===== src/rtl/wh_div_pkg.sv =====
package wh_div_pkg;
    typedef enum logic [1:0] {
        PH_HIGH = 2'd0,
        PH_LOW  = 2'd1,
        PH_PASS = 2'd2
    } ph_e;

    localparam int WAIT_LSB = 16;
    localparam int HOLD_LSB = 20;
    localparam int BYP_BIT  = 24;
    localparam int UPD_BIT  = 25;
    localparam int WORD_W   = 32;
endpackage


===== src/rtl/wh_div_regs.sv =====
module wh_div_regs
    import wh_div_pkg::*;
#(
    parameter int CNT_W = 4
) (
    input  logic              clk,
    input  logic              rst_n,
    input  logic              we,
    input  logic [WORD_W-1:0] wdata,
    input  logic              apply,
    output logic [CNT_W-1:0]  wait_q,
    output logic [CNT_W-1:0]  hold_q,
    output logic              byp_q,
    output logic              upd_q,
    output logic [WORD_W-1:0] rdata
);
    always_ff @(posedge clk) begin
        if (!rst_n) begin
            wait_q <= '0;
            hold_q <= '0;
            byp_q  <= 1'b0;
            upd_q  <= 1'b0;
        end else if (we) begin
            wait_q <= wdata[WAIT_LSB +: CNT_W];
            hold_q <= wdata[HOLD_LSB +: CNT_W];
            byp_q  <= wdata[BYP_BIT];
            upd_q  <= wdata[UPD_BIT];
        end else if (apply) begin
            upd_q  <= 1'b0;
        end
    end

    always_comb begin
        rdata                      = '0;
        rdata[WAIT_LSB +: CNT_W]   = wait_q;
        rdata[HOLD_LSB +: CNT_W]   = hold_q;
        rdata[BYP_BIT]             = byp_q;
        rdata[UPD_BIT]             = upd_q;
    end
endmodule


===== src/rtl/wh_div_seq.sv =====
module wh_div_seq
    import wh_div_pkg::*;
#(
    parameter int CNT_W = 4
) (
    input  logic             clk,
    input  logic             rst_n,
    input  logic [CNT_W-1:0] new_wait,
    input  logic [CNT_W-1:0] new_hold,
    input  logic             byp_req,
    input  logic             upd_req,
    output logic             apply,
    output logic             div_q,
    output logic             pass_q
);
    ph_e              st, st_n;
    logic [CNT_W-1:0] cnt, cnt_n;
    logic [CNT_W-1:0] act_wait, act_wait_n;
    logic [CNT_W-1:0] act_hold, act_hold_n;
    logic             boundary;

    // state register
    always_ff @(posedge clk) begin
        if (!rst_n) begin
            st       <= PH_HIGH;
            cnt      <= '0;
            act_wait <= '0;
            act_hold <= '0;
        end else begin
            st       <= st_n;
            cnt      <= cnt_n;
            act_wait <= act_wait_n;
            act_hold <= act_hold_n;
        end
    end

    always_comb begin
        boundary   = ((st == PH_LOW) && (cnt == act_hold)) || (st == PH_PASS);
        apply      = boundary && upd_req;
        st_n       = st;
        cnt_n      = cnt;
        act_wait_n = apply ? new_wait : act_wait;
        act_hold_n = apply ? new_hold : act_hold;
        unique case (st)
            PH_HIGH: begin
                if (cnt == act_wait) begin
                    st_n  = PH_LOW;
                    cnt_n = '0;
                end else begin
                    cnt_n = cnt + 1'b1;
                end
            end
            PH_LOW: begin
                if (cnt == act_hold) begin
                    st_n  = byp_req ? PH_PASS : PH_HIGH;
                    cnt_n = '0;
                end else begin
                    cnt_n = cnt + 1'b1;
                end
            end
            PH_PASS: begin
                cnt_n = '0;
                if (!byp_req) st_n = PH_HIGH;
            end
            default: begin
                st_n  = PH_HIGH;
                cnt_n = '0;
            end
        endcase
    end

    // outputs, registered from the next state so they never glitch
    always_ff @(posedge clk) begin
        if (!rst_n) begin
            div_q  <= 1'b1;
            pass_q <= 1'b0;
        end else begin
            div_q  <= (st_n == PH_HIGH);
            pass_q <= (st_n == PH_PASS);
        end
    end
endmodule


===== src/rtl/wh_div_outmux.sv =====
module wh_div_outmux (
    input  logic clk,
    input  logic pass_sel,
    input  logic div_in,
    output logic clk_out
);
    always_comb clk_out = pass_sel ? clk : div_in;
endmodule


===== src/rtl/wh_clock_divider.sv =====
module wh_clock_divider
    import wh_div_pkg::*;
#(
    parameter int CNT_W = 4
) (
    input  logic        clk,
    input  logic        rst_n,
    input  logic        cfg_we,
    input  logic [31:0] cfg_wdata,
    output logic [31:0] cfg_rdata,
    output logic        clk_out
);
    logic [CNT_W-1:0] wait_q, hold_q;
    logic             byp_q, upd_q;
    logic             apply_now, div_now, pass_now;

    wh_div_regs #(.CNT_W(CNT_W)) u_regs (
        .clk(clk), .rst_n(rst_n), .we(cfg_we), .wdata(cfg_wdata),
        .apply(apply_now), .wait_q(wait_q), .hold_q(hold_q),
        .byp_q(byp_q), .upd_q(upd_q), .rdata(cfg_rdata)
    );

    wh_div_seq #(.CNT_W(CNT_W)) u_seq (
        .clk(clk), .rst_n(rst_n), .new_wait(wait_q), .new_hold(hold_q),
        .byp_req(byp_q), .upd_req(upd_q), .apply(apply_now),
        .div_q(div_now), .pass_q(pass_now)
    );

    wh_div_outmux u_mux (
        .clk(clk), .pass_sel(pass_now), .div_in(div_now), .clk_out(clk_out)
    );
endmodule


===== config.mk =====
export PLATFORM = sky130hd
export DESIGN_NAME = wh_clock_divider
export DESIGN_NICKNAME = d
export VERILOG_FILES = /design/src/rtl/wh_div_pkg.sv /design/src/rtl/wh_div_regs.sv /design/src/rtl/wh_div_seq.sv /design/src/rtl/wh_div_outmux.sv /design/src/rtl/wh_clock_divider.sv
export SDC_FILE = /design/constraint.sdc
export NUM_CORES = 1
export LEC_CHECK = 0
export BUFFER_PORTS_ARGS = -buffer_cell sky130_fd_sc_hd__clkbuf_2
export CAP_MARGIN = 40
export CORE_MARGIN = 3
export CORE_UTILIZATION = 40
export DETAILED_ROUTE_END_ITERATION = 6
export HOLD_SLACK_MARGIN = 0.03
export PLACE_DENSITY = 0.68
export SLEW_MARGIN = 20
export SYNTH_ARGS = -nofsm -noshare
export SYNTH_HDL_FRONTEND = slang
export SYNTH_HIERARCHICAL = 1
export SYNTH_SLANG_ARGS = --single-unit

===== constraint.sdc =====
create_clock -name clk -period 2.1 [get_ports clk]
set_clock_uncertainty 0.1 [all_clocks]
set_input_delay 0.105 -clock clk [delete_from_list [all_inputs] [get_ports clk]]
set_output_delay 0.105 -clock clk [all_outputs]
set_load 0.01 [all_outputs]

* After elaboration in Yosys (flattened, before gate mapping)
Cells that the tools add are included.
** Storage, ports and cells
- Register bits after elaboration :: 26
- Input port bits :: 35
- Output and inout port bits :: 33
- Word-level logic and storage cells :: 33
** Cells by class
- $add $sub $neg :: 1
- Eq/ne operators :: 5
- Multiplexer cells :: 11
- Reduce and logical (&&, ||, !) cells :: 6
** Operators with widths (number)
- 4-bit equality test :: 2
- 2-bit two-way mux :: 4
- 4-bit two-way mux :: 2
- 4-bit one-hot mux with 2 select lines :: 1
- 2-bit one-hot mux with 3 select lines :: 1
- 4-bit by 1-bit adder with 4-bit output, second input constant :: 1
- 2-bit equality test, second input constant :: 2
- 2-bit logical NOT :: 2
- 1-bit two-way mux :: 3
- 2-bit by 1-bit equality test with 1-bit output, second input constant :: 1
- 1-bit logical AND :: 2
- 2-bit nonzero test :: 1
- 1-bit logical OR :: 1

* Depth between registers and ports, before layout
Gate-level depths: netlist (run 1).
- Depth after elaboration :: 6
- Depth in mapped cells :: 7
- Mapped depth without buffers :: 6

* Hierarchy
The synthesis (run 1) kept the hierarchy.
** By module, submodules not included
- wh_div_seq :: instances 1, cells an instance 120, area an instance 1084.8 µm², seq. area each 320.3 µm²
- wh_div_regs :: instances 1, cells an instance 65, area an instance 624.3 µm², seq. area each 200.2 µm²
- wh_div_outmux :: instances 1, cells an instance 1, area an instance 15.0 µm², seq. area each 0.0 µm²

==> qor.yml, run 1 <==
rsz0062_at_grt: "false"
antenna_found_initial: 0
drv_cap: 0
port-buffer-count: 23
finish.instance_area_um2: 1880
nets: 245
clk_latency_ps: 380
io_pins: 68
report.final.slew_viol_count: 0
powerDensity_nw_per_um2: 877
grt_pass1_wl_mm: 5.58
start_util_pct: 42.2
ys_warn_count: 6
fillers: 424
cts_resized: 0
stdcell_count: 257
holdCritPathClass: "in -> reg"
fin_total_pwr_mw: 1.65
regArea_um2: 520
num_rows: 23
die_h_um: 71.7
grt_pass1_vias: 1185
setup-violations-final: 0
layout_commonest_cell: "dfxtp_1"
crit_type: "clk -> out"
cp_data_arrival_time_ps: 1640
p_switching_mw: 0.595
async_flop_share_pct: 0
clkTransAtPathRegs_ps: 80
dieArea_um2: 5130
hpwl_mm: 2.16
grt_max_degree: 32
mostFrequentLayoutCells: "dfxtp_1, clkbuf_2, conb_1"
grt_usage_pct: 14.1
cts_tree: "done"
dr.first_iter.drc_count: 49
ys_seq_elements: 26
synth_top_cell_by_area: "dfxtp_1"
syn_area_um2: 1720
slew_headroom_pct: 60.3
layout_setup_ws_ps: 255
p_leak_nw: 0.839
die_w_um: 71.7
viasPerCell: 5.05
overflow: 0
final_layout_size_suffix_gt1_share_pct: 25.6
synth_edf_count: 0
yosysUniqueCellTypes: 37
preCtsSetupSlack_ps: 369
combPwrFrac_pct: 34.3
syn_inst: 186
worstPathRequired_ps: 1890
yosys-top-cells-area: "dfxtp_1, buf_4, nor2b_1"
status: "finished clean"
fin_hold_ws_ps: 98.1
core_area_um2: 4090
synth-main-ff-cell: "dfxtp_1"
multi_input_area_um2: 958
routedWlPerCell_um: 12.9
post-place-cells: 241
antenna_left: 0
pwr-share-seq_pct: 37.7
synth.avg_cell_area_um2: 9.27
cp-start-kind: "clock port"
finalSetupTns_ps: 0
placed_area_um2: 1700
hold_viol_final: 0
clkPwrFrac_pct: 28.0
ir_drop_v: 0.000554
yosysSeqAreaShare_pct: 30.2
synth_top_area_share_pct: 30.2
routabilityCongestion: 0.717
final_util_pct: 46.0
p_int_mw: 1.05
syn2layout_area_growth_pct: 9.07
wl_mm: 3.32
drc: 0
tightest_slew_ps: 595
cp_max_fo: 2
via_count: 1298
post_cts_buffers: 0
antennaDiodeCount: 0
end_kind: "output port"
firstDrtPassIters: 4
p_sw_share_pct: 36.1
==> cell families (layout without fill, tap and decap cells) <==
kind of cell | count (synthesis) | after routing | share of synthesized area [%]
xor gates and xnor gates | 10 | 10 | 5.08
other | 1 | 22 | 0.217
DFF | 26 | 26 | 30.2
buffers and inverters | 45 | 45 | 18.8
muxes | 11 | 11 | 7.40
adders and majority gates | 1 | 1 | 0.726
and+or+nand+nor | 61 | 61 | 23.0
AOI/OAI and AO/OA | 31 | 31 | 14.6
==> cell type report <==
class | count | area share, %
Clock buffer | 7 | 4.66
Inverter | 1 | 0.200
Multi-Input combinational cell | 136 | 51.0
Sequential cell | 26 | 27.7
Tap cell | 50 | 3.33
Timing Repair Buffer | 37 | 13.2
==> metal layers <==
metal | part of all wire (%) | up-vias | wire (um) | track usage (%)
li1 | - | 639 | - | -
met1 | 46 | 617 | 1530 | 17.3
met2 | 46 | 33 | 1520 | 21.0
met3 | 4.8 | 9 | 160 | 4.49
met4 | 3.1 | 0 | 102 | 9.60
met5 | 0 | - | 0 | 0
==> power groups by stage <==
stage                     clock network [mW]  logic, mW  registers [mW]
after floorplan                       0.0229      0.523           0.605
after global placement                0.0315      0.545           0.633
after detailed placement              0.0315      0.553           0.633
after CTS                              0.481      0.569           0.623
after global routing                   0.510      0.623           0.634
final                                  0.463      0.565           0.622
==> worst paths after layout <==
check                             startpoint                end  slack [ps]  cells past startpoint
worst max-delay path                     clk            clk_out         260                      4
worst min-delay path                   rst_n        u_seq/st[1]         100                      3
worst max register to register   u_seq/st[1]  u_seq/act_hold[2]         350                      4
worst min register to register  u_regs/byp_q        u_seq/st[1]         420                      1
==> state kept, by name (all words and copies together) (netlist names) <==
| signal | count |
|---|---|
| u_regs/byp_q | 1 |
| u_regs/hold_q | 4 |
| u_regs/wait_q | 4 |
| u_seq/act_hold | 4 |
| u_seq/act_wait | 4 |
| u_seq/st | 2 |
| u_seq/cnt | 4 |
| u_seq/div_q | 1 |
| u_regs/upd_q | 1 |
| u_seq/pass_q | 1 |
==> cells in the mapped netlist (8+ instances only) <==
library cell  instances
mux2i_1               9
dfxtp_1              26
nand2_1              10
o2bb2ai_1             8
and3_1                8
a31oi_1               8
nor2_2                8
xnor2_1               9
nor2b_1              15
a221o_1               8
buf_4                32
==> repair_timing <==
action                                 CTS  global route
setup endpoints to repair                0             0
hold buffers                            10             0
endpoints found under the hold margin   10             0
==> critical path, cell delays in order <==
cell      delay (ps)
clkbuf_8         110
clkbuf_8         110
mux2_4           240
clkbuf_2         130
Power figures use the tool's default switching activity.
==> inputs of run 2 (changes only) <==
CAP_MARGIN = 20   (was 40)
SETUP_SLACK_MARGIN = 0.5   (was not set)
==> run 2 against run 1 <==
- sequential power up 2%
- cell count up 1.6%
- global-route usage down 0.53 points
- combinational power up 5.3%
- clock-buffer cell count unchanged
- via count down 1.2%
- sequential share of layout area down 0.70 points
- non-clock buffer count up 3
- die area unchanged
- final area up 6.1%
- hold slack worse by 1.3 ps
- register-to-register slack better by 190 ps
- largest cell class unchanged
==> qor.yml, run 2 (synthesis gave the netlist of run 1 again) <==
die_h_um: 71.7  # unchanged
cp-start-kind: "clock port"  # unchanged
io_pins: 68  # unchanged
p_switching_mw: 0.637  # was 0.595 mW
routedWlPerCell_um: 13.4  # was 12.9 um
start_util_pct: 42.2  # unchanged
combPwrFrac_pct: 31.8  # was 34.3%
dr.max_layer_used: "met4"  # unchanged
clkPwrFrac_pct: 34.3  # was 28.0%
holdCritPathClass: "in -> reg"  # unchanged
via_count: 1282  # was 1298
pwr-share-seq_pct: 33.9  # was 37.7%
drc: 0  # unchanged
p_int_mw: 1.24  # was 1.05 mW
status: "finished clean"  # unchanged
rsz0062_at_grt: "true"  # was false
final_layout_size_suffix_gt1_share_pct: 33.6  # was 25.6%
antennaDiodeCount: 0  # unchanged
setup-violations-final: 0  # unchanged
grt_usage_pct: 13.6  # was 14.1%
powerDensity_nw_per_um2: 939  # was 877 nW/um^2
wl_met1_mm: 1.61  # was 1.53 mm
mostFrequentLayoutCells: "clkbuf_2, conb_1, dfxtp_1"  # was dfxtp_1, clkbuf_2, conb_1
ir_drop_v: 0.000675  # was 0.000554 V
die_w_um: 71.7  # unchanged
clkTransAtPathRegs_ps: 100  # was 80 ps
antenna_left: 0  # unchanged
hold_viol_final: 0  # unchanged
rrSetupSlack_ps: 540  # was 350 ps
end_kind: "output port"  # unchanged
finalSetupTns_ps: 0  # unchanged
viasPerCell: 4.91  # was 5.05
num_rows: 23  # unchanged
placed_area_um2: 1690  # was 1700 um^2
core_area_um2: 4090  # unchanged
nets: 248  # was 245
report.final.slew_viol_count: 0  # unchanged
wl_met2_mm: 1.71  # was 1.52 mm
grt_pass1_vias: 1231  # was 1185
drv_cap: 0  # unchanged
overflow: 0  # unchanged
cp_data_arrival_time_ps: 1620  # was 1640 ps
hpwl_mm: 2.19  # was 2.16 mm
grt_pass1_wl_mm: 5.55  # was 5.58 mm
routabilityCongestion: 0.730  # was 0.717
port-buffer-count: 23  # unchanged
p_leak_nw: 0.883  # was 0.839 nW
antenna_found_initial: 0  # unchanged
preCtsSetupSlack_ps: 362  # was 369 ps
dieArea_um2: 5130  # unchanged
wl_mm: 3.51  # was 3.32 mm
crit_type: "clk -> out"  # unchanged
finish.instance_area_um2: 1990  # was 1880 um^2
layout_setup_ws_ps: 278  # was 255 ps
fin_total_pwr_mw: 1.87  # was 1.65 mW
cts_tree: "done"  # unchanged
syn2layout_area_growth_pct: 15.7  # was 9.07%
dr.first_iter.drc_count: 66  # was 49
clk_latency_ps: 380  # about the same
cp_max_fo: 2  # unchanged
grt_max_degree: 32  # unchanged
worstPathRequired_ps: 1890  # about the same
firstDrtPassIters: 4  # unchanged
p_sw_share_pct: 34.0  # was 36.1%
wl_met3_um: 171  # was 160 um
## run 2: critical path: stages
cell and delay [ps]:
buf_8 100, buf_8 100, mux2_4 250, buf_6 120
## run 2: layout make-up
cell class                 instances  area, um^2
timing repair buffer              40         270
clock buffer                       7        96.3
sequential                        26         538
inverter                           1        3.75
fill                             393        2090
multi-input combinational        136         993
tap                               50        62.6
clock inverter                     1        30.0
## run 2: final timing paths
kind                     start           endpoint  depth (start not counted)
setup reg to reg   u_seq/st[1]  u_seq/act_wait[2]                          5
hold reg to reg   u_seq/cnt[0]       u_seq/cnt[0]                          1
setup / recovery           clk            clk_out                          4
hold / removal           rst_n        u_seq/st[1]                          3
## run 2: metal layers
| metal | vias to the layer above | global-route usage (%) |
|---|---|---|
| met1 | 598 | 16.7 |
| met4 | 0 | 5.43 |
| met2 | 34 | 21.7 |
| met5 | - | 0 |
| li1 | 646 | - |
| met3 | 4 | 4.63 |
## run 2: per-stage QoR
step | utilization (%) | std cells | hold WS [ps]
5_1_grt | 48.8 | 261 | 110
4_1_cts | 47.0 | 258 | 83.9
3_3_place_gp | 41.4 | 240 | 230
3_5_place_dp | 41.4 | 240 | 230
2_1_floorplan | - | 207 | 140
6_report | 48.8 | 261 | 96.8
## run 2: power by group through the flow
| stage | Sequential [mW] | Combinational [mW] | Clock (mW) |
|---|---|---|---|
| 2_1_floorplan | 0.607 | 0.523 | 0.0229 |
| 3_3_place_gp | 0.637 | 0.536 | 0.0315 |
| 3_5_place_dp | 0.637 | 0.546 | 0.0315 |
| 4_1_cts | 0.626 | 0.584 | 0.621 |
| 5_1_grt | 0.645 | 0.653 | 0.688 |
| 6_report | 0.635 | 0.595 | 0.641 |
## run 2: what timing repair did
item,CTS,global route
gates resized for setup,5,15
endpoints found under the hold margin,10,0
hold buffers,10,0
pin swaps,1,6
setup buffers,1,3
endpoints found under the setup margin,10,13
